File: config.mk
export PLATFORM = sky130hd
export DESIGN_NAME = tvreg_slave
export DESIGN_NICKNAME = d
export VERILOG_FILES = /design/src/rtl/tvreg_pkg.sv /design/src/rtl/tvreg_sync.sv /design/src/rtl/tvreg_frame.sv /design/src/rtl/tvreg_status.sv /design/src/rtl/tvreg_slave.sv
export SDC_FILE = /design/constraint.sdc
export NUM_CORES = 1
export LEC_CHECK = 0
export BUFFER_PORTS_ARGS = -buffer_cell sky130_fd_sc_hd__buf_2
export CAP_MARGIN = 20
export CORE_MARGIN = 4
export CORE_UTILIZATION = 47
export CTS_BUF_LIST = sky130_fd_sc_hd__clkbuf_8 sky130_fd_sc_hd__clkbuf_16
export DETAILED_ROUTE_END_ITERATION = 8
export PLACE_DENSITY = 0.74
export SYNTH_ARGS = -nofsm -noshare
export SYNTH_HDL_FRONTEND = slang
export SYNTH_SLANG_ARGS = --single-unit
File: constraint.sdc
create_clock -name clk -period 5.5 [get_ports clk]
set_clock_uncertainty 0.05 [all_clocks]
set_input_delay 1.1 -clock clk [delete_from_list [all_inputs] [get_ports clk]]
set_output_delay 1.1 -clock clk [all_outputs]
set_load 0.05 [all_outputs]
File: src/rtl/tvreg_pkg.sv
package tvreg_pkg;
    localparam int ADDR_W   = 4;
    localparam int SUB_W    = 5;
    localparam int DATA_W   = 7;
    localparam int ACK_W    = 4;
    localparam int STAT_W   = 4;
    localparam int TUNE_W   = 8;
    localparam int WR_BITS  = ADDR_W + SUB_W + DATA_W;
    localparam int RD_BITS  = ACK_W + STAT_W + TUNE_W;
    localparam int NREGS    = 1 << SUB_W;
    localparam int CNT_W    = $clog2(WR_BITS) + 1;
    localparam logic [ACK_W-1:0] ACK_PATTERN = 4'b1010;

    typedef enum logic [2:0] {
        PH_IDLE,
        PH_WRITE,
        PH_SKIP,
        PH_READ,
        PH_DONE
    } phase_e;
endpackage

File: src/rtl/tvreg_sync.sv
module tvreg_sync #(
    parameter int           W       = 1,
    parameter int           STAGES  = 2,
    parameter logic [W-1:0] RST_VAL = '0
) (
    input  logic         clk,
    input  logic         rst_n,
    input  logic [W-1:0] d_i,
    output logic [W-1:0] q_o
);
    logic [W-1:0] stage_d [STAGES];
    logic [W-1:0] stage_q [STAGES];

    always_comb begin
        stage_d[0] = d_i;
        for (int i = 1; i < STAGES; i++) begin
            stage_d[i] = stage_q[i-1];
        end
    end

    always_ff @(posedge clk or negedge rst_n) begin
        if (!rst_n) begin
            for (int i = 0; i < STAGES; i++) stage_q[i] <= RST_VAL;
        end else begin
            for (int i = 0; i < STAGES; i++) stage_q[i] <= stage_d[i];
        end
    end

    assign q_o = stage_q[STAGES-1];
endmodule

File: src/rtl/tvreg_frame.sv
module tvreg_frame
    import tvreg_pkg::*;
#(
    parameter logic [ADDR_W-1:0] CHIP_ADDR = 4'h6
) (
    input  logic               clk,
    input  logic               rst_n,
    input  logic               en_act_i,
    input  logic               bclk_i,
    input  logic               din_i,
    input  logic [RD_BITS-1:0] reply_i,
    output logic               wr_stb_o,
    output logic [SUB_W-1:0]   wr_sub_o,
    output logic [DATA_W-1:0]  wr_data_o,
    output logic               dout_o,
    output logic               doe_o,
    output logic               fall_o
);
    typedef struct packed {
        phase_e             ph;
        logic               clk_prev;
        logic [CNT_W-1:0]   cnt;
        logic [WR_BITS-1:0] sh;
        logic [RD_BITS-1:0] reply;
        logic               dout;
        logic               doe;
        logic               wr_stb;
    } frame_t;

    frame_t fr_d, fr_q;
    logic   rise, fall;

    assign rise = bclk_i & ~fr_q.clk_prev;
    assign fall = ~bclk_i & fr_q.clk_prev;

    always_comb begin
        fr_d          = fr_q;
        fr_d.clk_prev = bclk_i;
        fr_d.wr_stb   = 1'b0;
        if (!en_act_i) begin
            fr_d.ph   = PH_IDLE;
            fr_d.doe  = 1'b0;
            fr_d.dout = 1'b0;
        end else begin
            unique case (fr_q.ph)
                PH_IDLE: begin
                    fr_d.ph  = PH_WRITE;
                    fr_d.cnt = '0;
                    fr_d.sh  = '0;
                end
                PH_WRITE: begin
                    if (rise) begin
                        fr_d.sh  = {fr_q.sh[WR_BITS-2:0], din_i};
                        fr_d.cnt = fr_q.cnt + 1'b1;
                        if (fr_q.cnt == CNT_W'(ADDR_W - 1) &&
                            {fr_q.sh[ADDR_W-2:0], din_i} != CHIP_ADDR) begin
                            fr_d.ph = PH_SKIP;
                        end else if (fr_q.cnt == CNT_W'(WR_BITS - 1)) begin
                            fr_d.wr_stb = 1'b1;
                            fr_d.ph     = PH_READ;
                            fr_d.reply  = reply_i;
                            fr_d.cnt    = '0;
                        end
                    end
                end
                PH_READ: begin
                    if (fall) begin
                        fr_d.dout  = fr_q.reply[RD_BITS-1];
                        fr_d.reply = {fr_q.reply[RD_BITS-2:0], 1'b0};
                        fr_d.doe   = 1'b1;
                    end
                    if (rise) begin
                        fr_d.cnt = fr_q.cnt + 1'b1;
                        if (fr_q.cnt == CNT_W'(RD_BITS - 1)) begin
                            fr_d.ph  = PH_DONE;
                            fr_d.doe = 1'b0;
                        end
                    end
                end
                default: begin
                    fr_d.doe = 1'b0;
                end
            endcase
        end
    end

    always_ff @(posedge clk or negedge rst_n) begin
        if (!rst_n) begin
            fr_q <= '{ph: PH_IDLE, default: '0};
        end else begin
            fr_q <= fr_d;
        end
    end

    assign wr_stb_o  = fr_q.wr_stb;
    assign wr_sub_o  = fr_q.sh[DATA_W +: SUB_W];
    assign wr_data_o = fr_q.sh[DATA_W-1:0];
    assign dout_o    = fr_q.dout;
    assign doe_o     = fr_q.doe;
    assign fall_o    = fall;
endmodule

File: src/rtl/tvreg_status.sv
module tvreg_status (
    input  logic clk,
    input  logic rst_n,
    input  logic onoff_i,
    input  logic stby_i,
    input  logic xray_i,
    output logic por_o,
    output logic xrp_o
);
    typedef struct packed {
        logic por;
        logic xrp;
        logic on_prev;
    } stat_t;

    stat_t st_d, st_q;
    logic  turn_on;

    assign turn_on = onoff_i & ~st_q.on_prev;

    always_comb begin
        st_d         = st_q;
        st_d.on_prev = onoff_i;
        // a standby event outranks the clear from a turn-on in the same cycle
        st_d.por     = stby_i | (st_q.por & ~turn_on);
        // held clear whenever the on/off bit is OFF
        st_d.xrp     = onoff_i & (st_q.xrp | xray_i);
    end

    always_ff @(posedge clk or negedge rst_n) begin
        if (!rst_n) begin
            st_q <= '{por: 1'b1, xrp: 1'b0, on_prev: 1'b0};
        end else begin
            st_q <= st_d;
        end
    end

    assign por_o = st_q.por;
    assign xrp_o = st_q.xrp;
endmodule

File: src/rtl/tvreg_slave.sv
module tvreg_slave
    import tvreg_pkg::*;
#(
    parameter logic [ADDR_W-1:0] CHIP_ADDR   = 4'h6,
    parameter int                SYNC_STAGES = 2
) (
    input  logic              clk,
    input  logic              rst_n,
    input  logic              bus_clk,
    input  logic              bus_en_n,
    input  logic              bus_dat_i,
    output logic              bus_dat_o,
    output logic              bus_dat_oe_o,
    input  logic              stby_low_i,
    input  logic              xray_trip_i,
    input  logic              hlock_i,
    input  logic [TUNE_W-1:0] fine_tune_i,
    input  logic [SUB_W-1:0]  reg_rd_addr_i,
    output logic [DATA_W-1:0] reg_rd_data_o,
    output logic              hdrv_en_o,
    output logic              pwm_en_o
);
    localparam int SYNC_W = 6;

    typedef struct packed {
        logic [NREGS-1:0][DATA_W-1:0] regs;
    } rf_t;

    logic [SYNC_W-1:0] raw_in, syn_in;
    logic              bclk_s, en_act, din_s, stby_s, xray_s, hlock_s;
    logic              wr_stb, fall_evt, onoff, por_flag, xrp_flag;
    logic [SUB_W-1:0]  wr_sub;
    logic [DATA_W-1:0] wr_data;
    logic [RD_BITS-1:0] reply_word;
    rf_t               rf_d, rf_q;

    assign raw_in = {bus_clk, bus_en_n, bus_dat_i, stby_low_i, xray_trip_i, hlock_i};

    tvreg_sync #(
        .W       (SYNC_W),
        .STAGES  (SYNC_STAGES),
        .RST_VAL (6'b010000)
    ) sync_i (
        .clk   (clk),
        .rst_n (rst_n),
        .d_i   (raw_in),
        .q_o   (syn_in)
    );

    assign bclk_s  = syn_in[5];
    assign en_act  = ~syn_in[4];
    assign din_s   = syn_in[3];
    assign stby_s  = syn_in[2];
    assign xray_s  = syn_in[1];
    assign hlock_s = syn_in[0];

    assign reply_word = {ACK_PATTERN, por_flag, xrp_flag, hlock_s, 1'b0, fine_tune_i};

    tvreg_frame #(
        .CHIP_ADDR (CHIP_ADDR)
    ) frame_i (
        .clk       (clk),
        .rst_n     (rst_n),
        .en_act_i  (en_act),
        .bclk_i    (bclk_s),
        .din_i     (din_s),
        .reply_i   (reply_word),
        .wr_stb_o  (wr_stb),
        .wr_sub_o  (wr_sub),
        .wr_data_o (wr_data),
        .dout_o    (bus_dat_o),
        .doe_o     (bus_dat_oe_o),
        .fall_o    (fall_evt)
    );

    always_comb begin
        rf_d = rf_q;
        if (wr_stb) begin
            rf_d.regs[wr_sub] = wr_data;
        end
    end

    always_ff @(posedge clk or negedge rst_n) begin
        if (!rst_n) begin
            rf_q <= '0;
        end else begin
            rf_q <= rf_d;
        end
    end

    assign onoff         = rf_q.regs[0][0];
    assign reg_rd_data_o = rf_q.regs[reg_rd_addr_i];

    tvreg_status status_i (
        .clk     (clk),
        .rst_n   (rst_n),
        .onoff_i (onoff),
        .stby_i  (stby_s),
        .xray_i  (xray_s),
        .por_o   (por_flag),
        .xrp_o   (xrp_flag)
    );

    assign hdrv_en_o = onoff & ~por_flag & ~xrp_flag;
    assign pwm_en_o  = onoff & ~por_flag & ~xrp_flag;
endmodule

==> impl_metrics.xml <==
<?xml version="1.0" encoding="UTF-8"?>
<metrics>
  <group name="cells_and_area">
    <metric name="fin_nets" unit="">921</metric>
    <metric name="postLayoutCoreUtil" unit="%">54.0</metric>
    <metric name="synthToLayoutAreaGrowth" unit="%">12.7</metric>
    <metric name="layout_cell_share_with_drive_strength_beyond_1" unit="%">44.6</metric>
    <metric name="post_layout_nonfiller_instances" unit="">1255</metric>
    <metric name="diodes" unit="">0</metric>
    <metric name="fillCellCount" unit="">2134</metric>
  </group>
  <group name="synthesis">
    <metric name="synth_mux_area_share" unit="%">31.7</metric>
    <metric name="synth_fp_nets" unit="">902</metric>
    <metric name="synth-compound-area-share" unit="%">3.84</metric>
    <metric name="area_fraction_in_and_or_nand_and_nor_cells_after_synthesis" unit="%">6.17</metric>
    <metric name="synth-async-reset-ratio" unit="%">100</metric>
    <metric name="synth_xor_xnor_area_share" unit="%">0</metric>
    <metric name="synth_cell_type_count" unit="">46</metric>
    <metric name="synth_enable_flop_cells" unit="">0</metric>
    <metric name="synth_ff_type" unit="">dfrtp_1</metric>
    <metric name="synth_sequential_area_ratio" unit="%">55.6</metric>
    <metric name="postSynthAreaPerCell" unit="um2">14.3</metric>
    <metric name="postSynthCellCount" unit="">878</metric>
    <metric name="main_combinational_cell_family_by_area_after_synthesis" unit="">multiplexers</metric>
    <metric name="post_synthesis_share_of_cell_area_spent_on_full_adders_half_adders_and_majority_gates" unit="%">0.299</metric>
    <metric name="synth-warning-count" unit="">0</metric>
    <metric name="post_synth_instance_area" unit="mm2">0.0126</metric>
    <metric name="ys_seq_elements" unit="">279</metric>
  </group>
  <group name="sta">
    <metric name="final_max_slew_viol_count" unit="">0</metric>
    <metric name="fmaxAchievable" unit="MHz">235</metric>
    <metric name="finalHoldViolations" unit="">0</metric>
    <metric name="timing.setup.tns" unit="ns">0</metric>
    <metric name="rsz0062_at_grt" unit="">no</metric>
    <metric name="whs" unit="ns">0.281</metric>
    <metric name="maxSlewHeadroom" unit="%">31.9</metric>
    <metric name="crit_path_time_final" unit="ns">4.25</metric>
    <metric name="timing.final.crit_share" unit="%">77.3</metric>
    <metric name="report.final.setup_viol" unit="">0</metric>
    <metric name="tightest_slew" unit="ns">1.02</metric>
  </group>
  <group name="clock_network">
    <metric name="cts-htree-levels" unit="">1</metric>
    <metric name="cts-hold-fix-buffers" unit="">0</metric>
    <metric name="cts-buffers-inserted" unit="">30</metric>
    <metric name="clock-root-buffer" unit="">clkbuf_16</metric>
    <metric name="post_cts_resized" unit="">0</metric>
    <metric name="clock_tree_buf_depth" unit="">3</metric>
    <metric name="clock_sink_count" unit="">279</metric>
    <metric name="clkSlewWorstSetupHoldPaths" unit="ns">0.06</metric>
    <metric name="cts_setup_buffers" unit="">0</metric>
    <metric name="clk_latency" unit="ns">0.55</metric>
    <metric name="clock_tree_from_tritoncts" unit="">yes</metric>
  </group>
  <group name="global_routing">
    <metric name="maximum_number_of_pins_on_one_net_before_global_route_repair" unit="">125</metric>
    <metric name="antenna_found_initial" unit="">0</metric>
    <metric name="gr-usage-all-layers" unit="%">19.0</metric>
    <metric name="grt_first_pass_wirelength" unit="um">44100</metric>
    <metric name="gr-total-overflow" unit="">0</metric>
    <metric name="grt_pass1_vias" unit="">7711</metric>
  </group>
  <group name="run">
    <metric name="max-cap-violations" unit="">0</metric>
  </group>
  <group name="worst_setup_path">
    <metric name="critPathRequiredTime" unit="ns">4.35</metric>
    <metric name="timing.critical_path.max_delay_family" unit="">buffers and inverters</metric>
    <metric name="worst_endpoint_data_arrival_time" unit="ns">3.10</metric>
    <metric name="crit_chain" unit="">buf_4 -&gt; buf_12 -&gt; mux4_2 -&gt; o22ai_1 -&gt; nor4_1 -&gt; buf_2</metric>
    <metric name="path_max_fanout" unit="">34</metric>
    <metric name="timing.critical_path.from_type" unit="">input port</metric>
    <metric name="endpoint_kind" unit="">primary output</metric>
    <metric name="critPathKind" unit="">in -&gt; out</metric>
    <metric name="timing.critical_path.slowest_cell_delay" unit="ns">0.55</metric>
    <metric name="worstPathBufferInverterCount" unit="">3</metric>
    <metric name="worst_path_max_delay_cell" unit="">mux4_2</metric>
  </group>
  <group name="placement">
    <metric name="routability_congestion" unit="">0.861</metric>
    <metric name="dp_cells" unit="">1195</metric>
    <metric name="detailed_place_hpwl" unit="um">17400</metric>
    <metric name="port-buffer-count" unit="">31</metric>
  </group>
  <group name="power_and_ir_drop">
    <metric name="power-per-cell-area" unit="mW/mm2">314</metric>
    <metric name="total_power" unit="mW">4.44</metric>
    <metric name="power.leakage" unit="nW">6.71</metric>
    <metric name="ir_drop_worst_vdd" unit="mV">0.220</metric>
  </group>
  <group name="die">
    <metric name="core-area" unit="mm2">0.0262</metric>
    <metric name="dieArea" unit="mm2">0.0294</metric>
    <metric name="std_cell_rows" unit="">59</metric>
    <metric name="floorplan.initialDensity" unit="%">47.9</metric>
    <metric name="floorplan.die.width" unit="um">171</metric>
    <metric name="die_y" unit="um">171</metric>
    <metric name="top_level_ports" unit="">32</metric>
  </group>
  <group name="drt">
    <metric name="detailedRoute.firstPassIterationCount" unit="">5</metric>
    <metric name="met2_length" unit="um">13200</metric>
    <metric name="drt_drc_violations_left" unit="">0</metric>
    <metric name="ant_nets" unit="">0</metric>
    <metric name="detailroute.via_count" unit="">7427</metric>
    <metric name="topRoutingLayerUsed" unit="">met4</metric>
    <metric name="length_of_routed_met3_wiring" unit="um">1630</metric>
    <metric name="wire_per_inst" unit="um">21.5</metric>
    <metric name="viasPerCell" unit="">5.92</metric>
    <metric name="wirelength_met1" unit="um">11600</metric>
    <metric name="wl" unit="um">27000</metric>
    <metric name="first_iteration_detailed_routing_drc_count" unit="">749</metric>
  </group>
  <group name="status">
    <metric name="status" unit="">finished, final reports clean</metric>
  </group>
  <group name="worst_hold_path">
    <metric name="worst_hold_path_type" unit="">reg -&gt; reg</metric>
  </group>
</metrics>
cells by family after synthesis:
family	count (synthesis)
compound gates	76
mux	296
buf+inv	69
simple gates	155
fa+ha+maj	3
flops	279
final timing paths:
check                      slack, ns  depth (start not counted)                    startpoint                     endpoint
max in group asynchronous       3.73                          2                         rst_n      sync_i.q_o[4]$_DFF_PN1_
min                             0.28                          0   sync_i.stage_d[0]$_DFF_PN0_      sync_i.q_o[0]$_DFF_PN0_
max                             1.25                          6              reg_rd_addr_i[1]             reg_rd_data_o[5]
min reg2reg                     0.28                          0   sync_i.stage_d[0]$_DFF_PN0_      sync_i.q_o[0]$_DFF_PN0_
max reg2reg                     2.65                          6  frame_i.fr_q[35]$_DFFE_PN0P_  frame_i.fr_q[6]$_DFFE_PN0P_
min in group asynchronous       0.59                          1                         rst_n        rf_q[215]$_DFFE_PN0P_
flip-flops by register name, indices dropped and copies added (netlist names), 5 cells and up:
name / count
frame_i.wr_data_o: 7
frame_i.wr_sub_o: 5
sync_i.q_o: 6
sync_i.stage_d: 6
rf_q: 223
frame_i.fr_q: 25
cell usage in the layout, fill, tap and decap left out, types with 7 or more instances in the layout:
cell,instances
dfrtp_1,276
mux2_2,230
nand2_1,73
mux4_2,56
clkbuf_16,31
o22ai_1,29
buf_2,29
o21ai_0,27
nor2_1,18
inv_1,14
clkbuf_8,11
nand3b_1,8
nand3_1,8
nor2_2,8
buf_4,8
nor4_1,7
mux2_4,7
Yosys cell counts (3+ instances only):
| cell type | number | share of area (%) |
|---|---|---|
| dfrtp_1 | 276 | 55 |
| mux2_2 | 230 | 21 |
| nand2_1 | 73 | 2.2 |
| mux4_2 | 56 | 10 |
| clkbuf_1 | 42 | 1.3 |
| o22ai_1 | 29 | 1.4 |
| o21ai_0 | 27 | 1.1 |
| nor2_1 | 18 | 0.54 |
| buf_2 | 13 | 0.52 |
| inv_1 | 9 | 0.27 |
| nand3_1 | 8 | 0.32 |
| nand3b_1 | 8 | 0.48 |
| nor2_2 | 8 | 0.40 |
| mux2_4 | 7 | 0.84 |
| nor4_1 | 7 | 0.35 |
| nor3b_1 | 6 | 0.36 |
| a21oi_1 | 5 | 0.20 |
| nand2b_1 | 5 | 0.25 |
| and3_1 | 4 | 0.20 |
| nor2b_1 | 4 | 0.20 |
| and3b_1 | 3 | 0.21 |
| dfstp_2 | 3 | 0.63 |
| ha_1 | 3 | 0.30 |
| mux2i_1 | 3 | 0.24 |
| nor3_1 | 3 | 0.12 |
| or3b_2 | 3 | 0.21 |
report_power, final:
| group | internal (mW) | switching [mW] |
|---|---|---|
| sequential | 2.08 | 0.0377 |
| combinational | 0.111 | 0.245 |
| clock | 1.16 | 0.807 |
| total | 3.35 | 1.09 |
layout make-up:
| type | count | area, um2 | area share, % |
|---|---|---|---|
| Timing Repair Buffer | 47 | 445 | 3.15 |
| Clock inverter | 13 | 65.1 | 0.460 |
| Clock buffer | 42 | 927 | 6.55 |
| Tap cell | 335 | 419 | 2.96 |
| Inverter | 9 | 33.8 | 0.239 |
| Sequential cell | 279 | 6990 | 49.3 |
| Multi-Input combinational cell | 530 | 5280 | 37.3 |
metrics by stage:
step                setup slack, ns  instance area, um2
global placement               1.29               13000
finish                         1.25               14200
detailed placement             1.26               13000
CTS                            1.24               14000
floorplan                     0.840               12600
global route                   1.11               14200
per-layer routing:
layer  vias to the layer above  global-route usage, %
li1                       3269                      -
met1                      3891                   26.6
met2                       225                   31.0
met3                        42                   3.59
met4                         0                   4.68
met5                         -                      0
worst reg2reg max path, stage by stage (launching register included):
cell       delay (ns)
dfrtp_1          0.38
ha_1             0.22
and3_1           0.19
ha_1             0.35
o2111ai_2        0.21
a211oi_4         0.91
mux2_2           0.42
(Power assumes the default switching activity.)
